<file path="config.mk">
export PLATFORM = sky130hd
export DESIGN_NAME = dma_irq_agg
export DESIGN_NICKNAME = d
export VERILOG_FILES = /design/src/rtl/irqagg_pkg.sv /design/src/rtl/dma_irq_chan.sv /design/src/rtl/dma_irq_out.sv /design/src/rtl/dma_irq_agg.sv
export SDC_FILE = /design/constraint.sdc
export NUM_CORES = 1
export LEC_CHECK = 0
export ABC_AREA = 1
export CORE_ASPECT_RATIO = 1.2
export CORE_MARGIN = 3
export CORE_UTILIZATION = 48
export DETAILED_ROUTE_END_ITERATION = 8
export PLACE_DENSITY = 0.85
export SLEW_MARGIN = 5
export SYNTH_ARGS = -nofsm -noshare
export SYNTH_HDL_FRONTEND = slang
export SYNTH_HIERARCHICAL = 1
export SYNTH_SLANG_ARGS = --single-unit
</file>
<file path="constraint.sdc">
create_clock -name clk -period 1.03 [get_ports clk]
set_clock_uncertainty 0.05 [all_clocks]
set_input_delay 0.1545 -clock clk [delete_from_list [all_inputs] [get_ports clk]]
set_output_delay 0.1545 -clock clk [all_outputs]
set_load 0.01 [all_outputs]
</file>
<file path="src/rtl/irqagg_pkg.sv">
package irqagg_pkg;

    localparam int NSRC     = 5;
    localparam int WORD_W   = 32;
    localparam int EN_LSB   = 0;
    localparam int ST_LSB   = 16;
    localparam int CLR_LSB  = 24;

    typedef enum logic [2:0] {
        SRC_FRAG  = 3'd0,
        SRC_BLOCK = 3'd1,
        SRC_TRANS = 3'd2,
        SRC_LIST  = 3'd3,
        SRC_CFGER = 3'd4
    } irq_src_e;

    typedef logic [NSRC-1:0] src_vec_t;

    typedef struct packed {
        src_vec_t st;
        src_vec_t en;
    } chan_state_t;

    function automatic logic [WORD_W-1:0] pack_word(input chan_state_t s);
        logic [WORD_W-1:0] w;
        w = '0;
        w[EN_LSB +: NSRC] = s.en;
        w[ST_LSB +: NSRC] = s.st;
        return w;
    endfunction

    function automatic src_vec_t clear_field(input logic [WORD_W-1:0] d);
        return d[CLR_LSB +: NSRC];
    endfunction

    function automatic src_vec_t enable_field(input logic [WORD_W-1:0] d);
        return d[EN_LSB +: NSRC];
    endfunction

endpackage

</file>
<file path="src/rtl/dma_irq_chan.sv">
module dma_irq_chan
    import irqagg_pkg::*;
(
    input  logic              clk,
    input  logic              rst,
    input  logic              wr_hit,
    input  logic [WORD_W-1:0] wr_data,
    input  src_vec_t          evt,
    output logic [WORD_W-1:0] word,
    output logic              raw,
    output logic              msk
);

    chan_state_t state_q;
    src_vec_t    clr;

    // Strobes apply only on a write to this channel.
    assign clr = wr_hit ? clear_field(wr_data) : '0;

    always_ff @(posedge clk) begin
        if (rst) begin
            state_q <= '0;
        end else begin
            if (wr_hit) begin
                state_q.en <= enable_field(wr_data);
            end
            // Events are ORed in after the clear so that a pulse is never lost.
            state_q.st <= (state_q.st & ~clr) | evt;
        end
    end

    assign word = pack_word(state_q);
    assign raw  = |state_q.st;
    assign msk  = |(state_q.st & state_q.en);

endmodule

</file>
<file path="src/rtl/dma_irq_out.sv">
module dma_irq_out #(
    parameter int NCH = 4
) (
    input  logic           clk,
    input  logic           rst,
    input  logic [NCH-1:0] msk_vec,
    output logic           irq
);

    always_ff @(posedge clk) begin
        if (rst) begin
            irq <= 1'b0;
        end else begin
            irq <= |msk_vec;
        end
    end

endmodule

</file>
<file path="src/rtl/dma_irq_agg.sv">
module dma_irq_agg
    import irqagg_pkg::*;
#(
    parameter int NCH = 4,
    localparam int CW = (NCH > 1) ? $clog2(NCH) : 1
) (
    input  logic                clk,
    input  logic                rst,
    input  logic [NCH*NSRC-1:0] evt,
    input  logic                wr_en,
    input  logic [CW-1:0]       wr_chan,
    input  logic [WORD_W-1:0]   wr_data,
    input  logic [CW-1:0]       rd_chan,
    output logic [WORD_W-1:0]   rd_data,
    output logic [NCH-1:0]      raw_vec,
    output logic [NCH-1:0]      msk_vec,
    output logic                irq
);

    logic [WORD_W-1:0] words [NCH];

    for (genvar c = 0; c < NCH; c++) begin : g_chan
        logic hit;
        assign hit = wr_en && (int'(wr_chan) == c);

        dma_irq_chan u_chan (
            .clk     (clk),
            .rst     (rst),
            .wr_hit  (hit),
            .wr_data (wr_data),
            .evt     (evt[c*NSRC +: NSRC]),
            .word    (words[c]),
            .raw     (raw_vec[c]),
            .msk     (msk_vec[c])
        );
    end

    always_comb begin
        rd_data = '0;
        for (int c = 0; c < NCH; c++) begin
            if (int'(rd_chan) == c) begin
                rd_data = words[c];
            end
        end
    end

    dma_irq_out #(.NCH(NCH)) u_out (
        .clk     (clk),
        .rst     (rst),
        .msk_vec (msk_vec),
        .irq     (irq)
    );

endmodule

</file>
=== After elaboration in Yosys (flattened, before gate mapping) ===
Cells that the tools add are included.

* Memory bits (read-only): 0
* Word-level logic and storage cells: 54
* Memories: 0
* Bits of input ports: 59
* RAM bits: 0
* Output and inout port bits: 41
* Flip-flop bits (word level): 41
* Bits in latches: 0

* Multiply operators: 0
* Order comparisons: 0
* Shift-type cells: 0
* Eq/ne operators: 6
* Muxes and demuxes: 8
* Div/mod/pow operators: 0
* Bitwise logic cells: 16
* Add/sub/neg operators: 0
* Reductions and logical operators: 15

{| class="wikitable"
|+ Operator list
! operator !! count
|-
| $mux 32 || 3
|-
| $and 5x5->5 || 8
|-
| $reduce_or 5->1 || 8
|-
| $mux 21 || 1
|-
| $mux 5 || 4
|-
| $not 5->5 || 4
|-
| $or 5x5->5 || 4
|-
| $reduce_or 20->1 || 1
|-
| $eq 2x2->1 const B || 4
|-
| $eq 2x1->1 const B || 2
|-
| $logic_and 1x1->1 || 4
|-
| $logic_not 2->1 || 2
|}

=== Depth between registers and ports, before layout ===
Gate-level depths: netlist of run 1.

* Depth after elaboration: 6
* Gate-level depth with buffers: 6
* Depth with buffers taken out: 6

=== By module ===
Netlist of run 1, hierarchy kept.

{| class="wikitable"
|+ Modules (own cells, without submodules)
! module !! times used !! cells an instance !! sequential area each (um2) !! area an instance (um2)
|-
| dma_irq_chan || 4 || 85 || 200.2 || 590.6
|-
| dma_irq_agg || 1 || 193 || 0.0 || 999.7
|-
| dma_irq_out || 1 || 4 || 20.0 || 32.5
|}

=== Worst setup path after synthesis of run 1 ===
No wires, ideal clock.

* Path type: in2reg
* Start point: in wr_chan[1]
* End point: reg g_chan[3].u_chan.state_q, in the netlist g_chan[3].u_chan/word[16]
* Arrival time: 0.754 ns
* Cell stages on the path: 6
* Library setup time: 0.119 ns
* Data required time: 0.861 ns
* Path slack: 0.106 ns
* Path through: inv_1 -> nor3_1 -> buf_6 -> nand2_1 -> nand2_1 -> a21oi_2

* Longest elaborated chain between the ends: 6

{| class="wikitable"
|+ Ends and longest elaborated chain
! item !! line !! text
|-
| start, declared || dma_irq_agg.sv:11 || <nowiki>input logic [CW-1:0] wr_chan,</nowiki>
|-
| $eq 2x1->1 || dma_irq_agg.sv:24 || <nowiki>assign hit = wr_en && (int'(wr_chan) == c);</nowiki>
|-
| $logic_and 1x1->1 || dma_irq_agg.sv:24 ||
|-
| net g_chan[3].hit || dma_irq_agg.sv:23 || <nowiki>logic hit;</nowiki>
|-
| $mux 5 || dma_irq_chan.sv:18 || <nowiki>assign clr = wr_hit ? clear_field(wr_data) : '0;</nowiki>
|-
| $not 5->5 || dma_irq_chan.sv:28 || <nowiki>state_q.st <= (state_q.st & ~clr) | evt;</nowiki>
|-
| $and 5x5->5 || dma_irq_chan.sv:28 ||
|-
| $or 5x5->5 || dma_irq_chan.sv:28 ||
|-
| end, declared || dma_irq_chan.sv:14 || <nowiki>chan_state_t state_q;</nowiki>
|}

The timed path passes the listed nets, and every way through them passes these cells.
A chain may end at the register's enable or synchronous reset.

=== Final worst setup path of run 1 ===
* Start point: reg g_chan[1].u_chan.state_q, in the netlist g_chan[1].u_chan/word[19]
* End point: out msk_vec[1]

* Longest elaborated chain between the ends: 2

{| class="wikitable"
|+ Ends and longest elaborated chain
! item !! line !! text
|-
| start, declared || dma_irq_chan.sv:14 ||
|-
| $and 5x5->5 || dma_irq_chan.sv:34 || <nowiki>assign msk = |(state_q.st & state_q.en);</nowiki>
|-
| $reduce_or 5->1 || dma_irq_chan.sv:34 ||
|-
| end, declared || dma_irq_agg.sv:16 || <nowiki>output logic [NCH-1:0] msk_vec,</nowiki>
|}

Every way passes these cells.

==> results of run 1 <==
[critical path, delay by kind of cell (launching register included)]
| family | cells | cell delay, ps |
|---|---|---|
| flip-flops | 1 | 370 |
| AND/OR/NAND/NOR | 3 | 300 |
| buffers and inverters | 2 | 210 |
[per-stage QoR]
| stage | hold slack [ps] | power, mW | std cells | instance area [um2] | utilization [%] |
|---|---|---|---|---|---|
| after floorplan | 174 | 2.62 | 621 | 3710 | - |
| after detailed placement | 433 | 2.82 | 675 | 3750 | 56.4 |
| after global placement | 425 | 2.80 | 675 | 3750 | 56.4 |
| final | 315 | 3.94 | 695 | 4120 | 62.0 |
| after global routing | 344 | 4.12 | 695 | 4120 | 62.0 |
| after CTS | 352 | 3.83 | 694 | 3980 | 59.8 |
[sequential cells by signal, indices dropped and copies added (netlist names)]
| register | cells |
|---|---|
| g_chan.u_chan/word | 40 |
| u_out/irq | 1 |
[power groups by stage]
| stage | logic [mW] | clock network [mW] | registers, mW |
|---|---|---|---|
| after floorplan | 0.851 | 0 | 1.77 |
| after global placement | 0.997 | 0 | 1.80 |
| after detailed placement | 1.02 | 0 | 1.80 |
| after CTS | 1.03 | 1.01 | 1.79 |
| after global routing | 1.23 | 1.09 | 1.80 |
| final | 1.12 | 1.03 | 1.80 |
[synthesized netlist by cell type]
cell type / count / area share (%)
sky130_fd_sc_hd__buf_2: 9 / 1.3
sky130_fd_sc_hd__inv_1: 35 / 3.9
sky130_fd_sc_hd__a21oi_2: 4 / 1.0
sky130_fd_sc_hd__nor3_1: 8 / 1.2
sky130_fd_sc_hd__a21oi_1: 37 / 5.5
sky130_fd_sc_hd__nand2_1: 148 / 16
sky130_fd_sc_hd__buf_4: 101 / 22
sky130_fd_sc_hd__nand3_1: 96 / 14
sky130_fd_sc_hd__conb_1: 4 / 0.44
sky130_fd_sc_hd__clkbuf_2: 4 / 0.59
sky130_fd_sc_hd__nor2_1: 10 / 1.1
sky130_fd_sc_hd__nand4_1: 32 / 5.9
sky130_fd_sc_hd__nor2_2: 1 / 0.18
sky130_fd_sc_hd__buf_6: 5 / 1.7
sky130_fd_sc_hd__dfxtp_1: 41 / 24
sky130_fd_sc_hd__inv_2: 2 / 0.22
[what timing repair did]
item	CTS	global route
pin swaps	18	17
setup buffers	10	2
setup endpoints to repair	59	31
cloned	1	0
gates resized for setup	147	42
[worst paths after layout]
check	startpoint	end
worst min-delay path	wr_chan[1]	g_chan[1].u_chan/word[3]
worst min register to register	g_chan[3].u_chan/word[2]	g_chan[3].u_chan/word[2]
worst max register to register	g_chan[3].u_chan/word[18]	u_out/irq
worst max-delay path	g_chan[1].u_chan/word[19]	msk_vec[1]
[cells by family after synthesis]
logic type / count (synthesis) / share of synthesized area, %
flops: 41 / 24.2
buf+inv: 156 / 30.0
simple gates: 295 / 38.9
compound gates: 41 / 6.49
other cells: 4 / 0.442
[cell type report]
class | count | area, um2
Fill cell | 594 | 2530
Clock buffer | 8 | 80.1
Tap cell | 85 | 106
Timing Repair Buffer | 100 | 835
Inverter | 37 | 139
Sequential cell | 41 | 905
Multi-Input combinational cell | 424 | 2050
[routing by layer]
metal  up-vias  share of wire, %
li1       1724                 -
met1      1629                35
met2       233                50
met3        64               8.7
met4         0               5.8
met5         -                 0
==> results, run 1 <==
- The run finished, with violations left.
- The final reports fail on setup timing.
- In the routed design, unresolved DRC markers number 0.
- In this run the tool buffered the top-level ports with 55 buffer cells.
- After detailed routing, the average wire length per cell comes to 14.5 um.
- The setup path with the least slack is of type reg -> out.
- The proportion of layout cells with a drive suffix above 1 is between 20% and 30%.
- The minimum setup slack after placement is -564 ps.
- The cell row count is 32.
- The final wirelength is roughly 10000 um.
- The most frequent standard cell in the layout excluding fill and tap cells is sky130_fd_sc_hd__nand2_1.
- The fraction of power consumed by combinational cells is 28.4%.
- STA classifies the critical path startpoint as a register.
- The global-route layer with the greatest usage is met2.
- Power spread over the standard cell area amounts to around 960 mW/mm2.
- The initial antenna violation count is 0.
- VDD sags by at most roughly 1.0 mV.
- The warning count from the yosys run is 6.
- The die boundary width is 82.8 um.
- The final clock period utilization by the worst path is 133%.
- The number of iterations in the first detailed-routing pass is 5.
- The register-to-register path setup slack is -220 ps.
- Setup repair after global routing could not meet its margin everywhere.
- The number of max-slew violations in the final report was 0.
- The first-pass GRT wire length is 15200 um.
- Of the synthesized area, sequential elements account for 24.2%.
- The final HPWL from detailed placement is 6890 um.
- A synthesized cell averages 6.32 um2.
- On the worst path, the slowest cell contributes a delay of around 370 ps.
- Dividing the detail-routed via count by the number of cells gives approximately 5.3.
- The final estimated routing congestion in global placement is 0.935.
- The routed via count is 3650.
- The slowest stage of the critical path is the sky130_fd_sc_hd__dfxtp_4 cell.
- Walking the worst path, the cells encountered are nand2_1, inv_1, nor2_1, nand2_1, buf_2.
- Once detail routing completed, the nets flagged for antenna violations numbered 0.
- The required time of the critical path is ~830 ps.
- The clock input transition at the sequential cells of the worst setup and hold paths is 80 ps.
- The standby leakage power is a little under 2 nW.
- The final number of hold-violating endpoints was 0.
- The area added between synthesis and finish is 21.3%.
- Adding up every negative setup slack in the final design gives -4340 ps.
- The register share of total power is between 40 and 50%.
- The cell seen most often among critical-path stages is sky130_fd_sc_hd__nand2_1.
- The gate count of the mapped netlist is 537.
- The clock sink count is 41.
- The die covers 0.00812 mm2.
- The largest fanout on the critical path is 4.
- Once the floorplan was initialized, standard cells occupied 51.1% of the core.
- Leaving out fill and tap cells, the most frequent cells in the layout are 141 x sky130_fd_sc_hd__nand2_1, 88 x sky130_fd_sc_hd__conb_1, 79 x sky130_fd_sc_hd__nand3_1.
- The final setup violation count is 19.
- The highest clock frequency the design can meet is 0.728 GHz.
- The worst register-to-register path has a depth of 8.
- 0 antenna diodes ended up in the layout.
- The number of synthesized register bits is 41.
- Across every metal layer, demand over resource in global routing totals a little under a quarter.
- In this run, distinct cell masters in the synthesized netlist total 16.
- The hold buffer count at cts is 0.
- After layout, the minimum clock period comes to 1370 ps.
- The maximum level of the CTS H-tree is 2.
- The number of nets in the finished design is 668.
- The number of global-route vias before repair is 3292.
- The worst setup path is captured at an output pin.
- The number of max-cap violations is 0.
- The total internal power is approximately 2.6 mW.
- The longest clock path from root to sink contains 2 buffers.
- 100 I/O pins were placed.
- Global routing consumed, on the met1 layer, 26.3% of the routing resources.
- The number of buffers inserted during clock tree synthesis is 5.
- The clock network fraction of total power is 26.0%.
- Net switching is 33.3% of the power.
- The total net switching power is 1.31 mW.
- The data arrival time of the critical path is 1170 ps.
- TritonCTS built the clock tree.
- The number of violations reported at the end of detailed-routing iteration 0 is around 220.
- The synthesized area is 0.00339 mm2.
- The tree is rooted in a sky130_fd_sc_hd__clkbuf_8.
- The number of cells on the worst hold path is 5.
- From bottom edge to top edge, the die measures 98.1 um.
- The met3 usage is 4.43%.
- The region available for standard cell placement spans 0.00665 mm2.
- The slack of the critical path is -344 ps.
- Entering global routing, the biggest net connects 45 pins.
- The global-route congestion overflow total is 0.
- Global routing consumed, on the met2 layer, 41.7% of the routing resources.
- The path class of the tightest hold or removal check is in -> reg.
- The clock latency on the worst-skew pair is 300 ps.
Note: power is estimated with default switching activity, not from simulation.
==> inputs of run 2 (changes only) <==
PLACE_DENSITY = 0.81   (was 0.85)
==> results, run 2 (same netlist as run 1, synthesis figures left out) <==
- The routed design has ~9500 um of wire.
- The cell row count is 32.
- The analysis attributes to net switching a power of 1.29 mW.
- The power density normalized to cell area is 946 mW/mm2.
- The number of global-route vias before repair was 3164.
- After layout, the minimum clock period comes to about 1300 ps.
- The data arrival time of the critical path is 1110 ps.
- For this block, the via count after detailed routing is 3484.
- The startpoint class of the critical path is a register.
- For this run, the total global-route usage over all layers was measured as 22.7%.
- For this block, the initial DRC count from the detailed router was 186.
- The largest fanout on the critical path is 3.
- The initial antenna violation count is 0.
- In the routed layout, each cell is associated on average with a via count of 5.01.
- The height of the die is 98.1 um.
- The cell family with the largest share of critical-path delay is flip-flops.
- Setup repair after global routing could not meet its margin everywhere.
- The global-route congestion overflow total is 0.
- The switching portion of total power is between 30% and 40%.
- The final clock period utilization by the worst path is 128%.
- The region available for standard cell placement spans 0.00665 mm2.
- The clock network fraction of total power is 26.0%.
- The count of antenna-violating nets left after detailed routing is 0.
- The number of cells in the finished layout apart from fillers is 696.
- The number of max-cap violations is 0.
- With fillers left out, the area of the finished cells amounts to 0.00414 mm2.
- Walking the worst path, the cells encountered are nand2_1, nand2_1, nor2_1, nand2_2, buf_2.
- The number of max-slew violations in the final report is 0.
- The run finished, with violations left.
- The checks that failed: setup timing.
- In this run the clock root is driven by a sky130_fd_sc_hd__clkbuf_8.
- The standby leakage power is around 2 nW.
- The number of fill cells is roughly 600.
- In the layout the commonest cells are 133 x sky130_fd_sc_hd__nand2_1, 88 x sky130_fd_sc_hd__conb_1, 82 x sky130_fd_sc_hd__nand3_1.
- The TritonCTS clock tree is built.
- The final number of hold-violating endpoints was 0.
- The first global-routing pass estimated between 10000 and 15000 um of wire.
- The clock input transition at the sequential cells of the worst setup and hold paths is roughly 80 ps.
- The slowest library cell on the worst path is sky130_fd_sc_hd__dfxtp_2.
- No sink is reached through more buffers than the 2 on the longest clock path.
- The fraction of power consumed by combinational cells is around 28%.
- After detailed placement, the design holds a cell count of between 600 and 700.
- Detailed placement finished with a half-perimeter wire length of 6730 um.
- On the worst path, the slowest cell contributes a delay of 350 ps.
- The area of the die is slightly above 0.008 mm2.
- In this design, the critical path's most frequently occurring cell is sky130_fd_sc_hd__nand2_1.
- Entering global routing, the biggest net connects 45 pins.
- The class of the most critical hold timing path is in -> reg.
- TritonCTS created 5 clock buffers.
- IR analysis of the VDD net gives a maximum drop of 1.09 mV.
- The final routed wire length divided by cell count is 13.7 um.
- The clock latency on the worst-skew pair is 290 ps.
- The most frequent standard cell in the layout excluding fill and tap cells is sky130_fd_sc_hd__nand2_1.
- The worst path buffer plus inverter count is 1.
- 0 antenna diodes ended up in the layout.
- The die is 82.8 um wide.
- Routability-driven placement finished with a final weighted congestion of slightly above 0.9.
- The sum of negative setup slack is -4150 ps.
- The post-route netlist has between 20% and 30% of its cells at a drive strength greater than 1.
- The nature of the critical path endpoint is an output pin.
- Data on the critical path is required at its endpoint by 830 ps.
- For this run, the top clock speed supported by timing is 0.758 GHz.
- In the final design database the tool counted 669 nets.
- The register with the most flip-flops in the layout has 40 of them.
- The number of iterations in the first detailed-routing pass is 5.
- The effective utilization at floorplan is 51.1%.
- The clock sink count is slightly above 40.
- From synthesis to final layout, the design area changed by 22.0%.
- The number of buffers added on ports is 55.
- The slack of the critical path is -289 ps.
- The final setup violation count is 19.
- 100 I/O pins were placed.
- The register share of total power is 45.8%.
- Cell internal power was estimated by the tool at 2.63 mW.
- The critical path class is reg -> out.
- In this run the number of H-tree levels came out at 2.
- The placed instance area is 0.00376 mm2.
- In the routed design, unresolved DRC markers number 0.
==> run 2: worst register-to-register path, stage by stage, from the launching register on <==
cell and delay (ps):
sky130_fd_sc_hd__dfxtp_2 350, sky130_fd_sc_hd__nand2_1 60, sky130_fd_sc_hd__nand2_1 50, sky130_fd_sc_hd__nor2_1 120, sky130_fd_sc_hd__nand2_2 100, sky130_fd_sc_hd__buf_6 130
sky130_fd_sc_hd__buf_6 100, sky130_fd_sc_hd__nor2_1 70, sky130_fd_sc_hd__a21oi_1 70
==> run 2: repair_timing <==
action	in CTS	in global routing
gates resized for setup	162	41
hold buffers	0	0
pin swaps	22	15
setup buffers	6	3
gates cloned	2	1
endpoints found under the setup margin	60	41
==> run 2: power groups by stage <==
stage                     combinational, mW  clock, mW  sequential (mW)
after floorplan                       0.851          0             1.77
after global placement                0.995          0             1.80
after detailed placement               1.01          0             1.80
after CTS                              1.03       1.02             1.78
after global routing                   1.21       1.10             1.80
final                                  1.11       1.02             1.79
==> run 2: area by class of cell <==
class	count	area [um2]	area share (%)
flip-flops and latches	41	903	21.8
clock buffers	8	80.1	1.93
well taps	85	106	2.57
multi-input cells	424	2040	49.3
repair buffers	101	866	20.9
inverters	37	144	3.47
==> run 2: final timing paths <==
check | end | start | depth (start not counted) | slack, ps
min | g_chan[0].u_chan/word[1] | wr_chan[0] | 5 | 290
min reg2reg | g_chan[1].u_chan/word[0] | g_chan[1].u_chan/word[0] | 2 | 430
max | msk_vec[2] | g_chan[2].u_chan/word[1] | 5 | -290
max reg2reg | u_out/irq | g_chan[2].u_chan/word[1] | 8 | -170
==> run 2: routing by layer <==
layer | track usage [%] | vias to the layer above | part of all wire (%)
met3 | 3.78 | 48 | 6.5
li1 | - | 1727 | -
met4 | 12.5 | 0 | 6.5
met2 | 40.2 | 171 | 49
met1 | 25.0 | 1538 | 38
met5 | 0 | - | 0
==> run 2: stage by stage <==
| step | hold slack, ps | setup slack, ps | util [%] | power (mW) |
|---|---|---|---|---|
| finish | 285 | -289 | 62.3 | 3.92 |
| global route | 301 | -319 | 62.3 | 4.11 |
| CTS | 343 | -273 | 60.2 | 3.84 |
| detailed placement | 439 | -519 | 56.5 | 2.82 |
| global placement | 430 | -491 | 56.5 | 2.79 |
| floorplan | 174 | 106 | - | 2.62 |
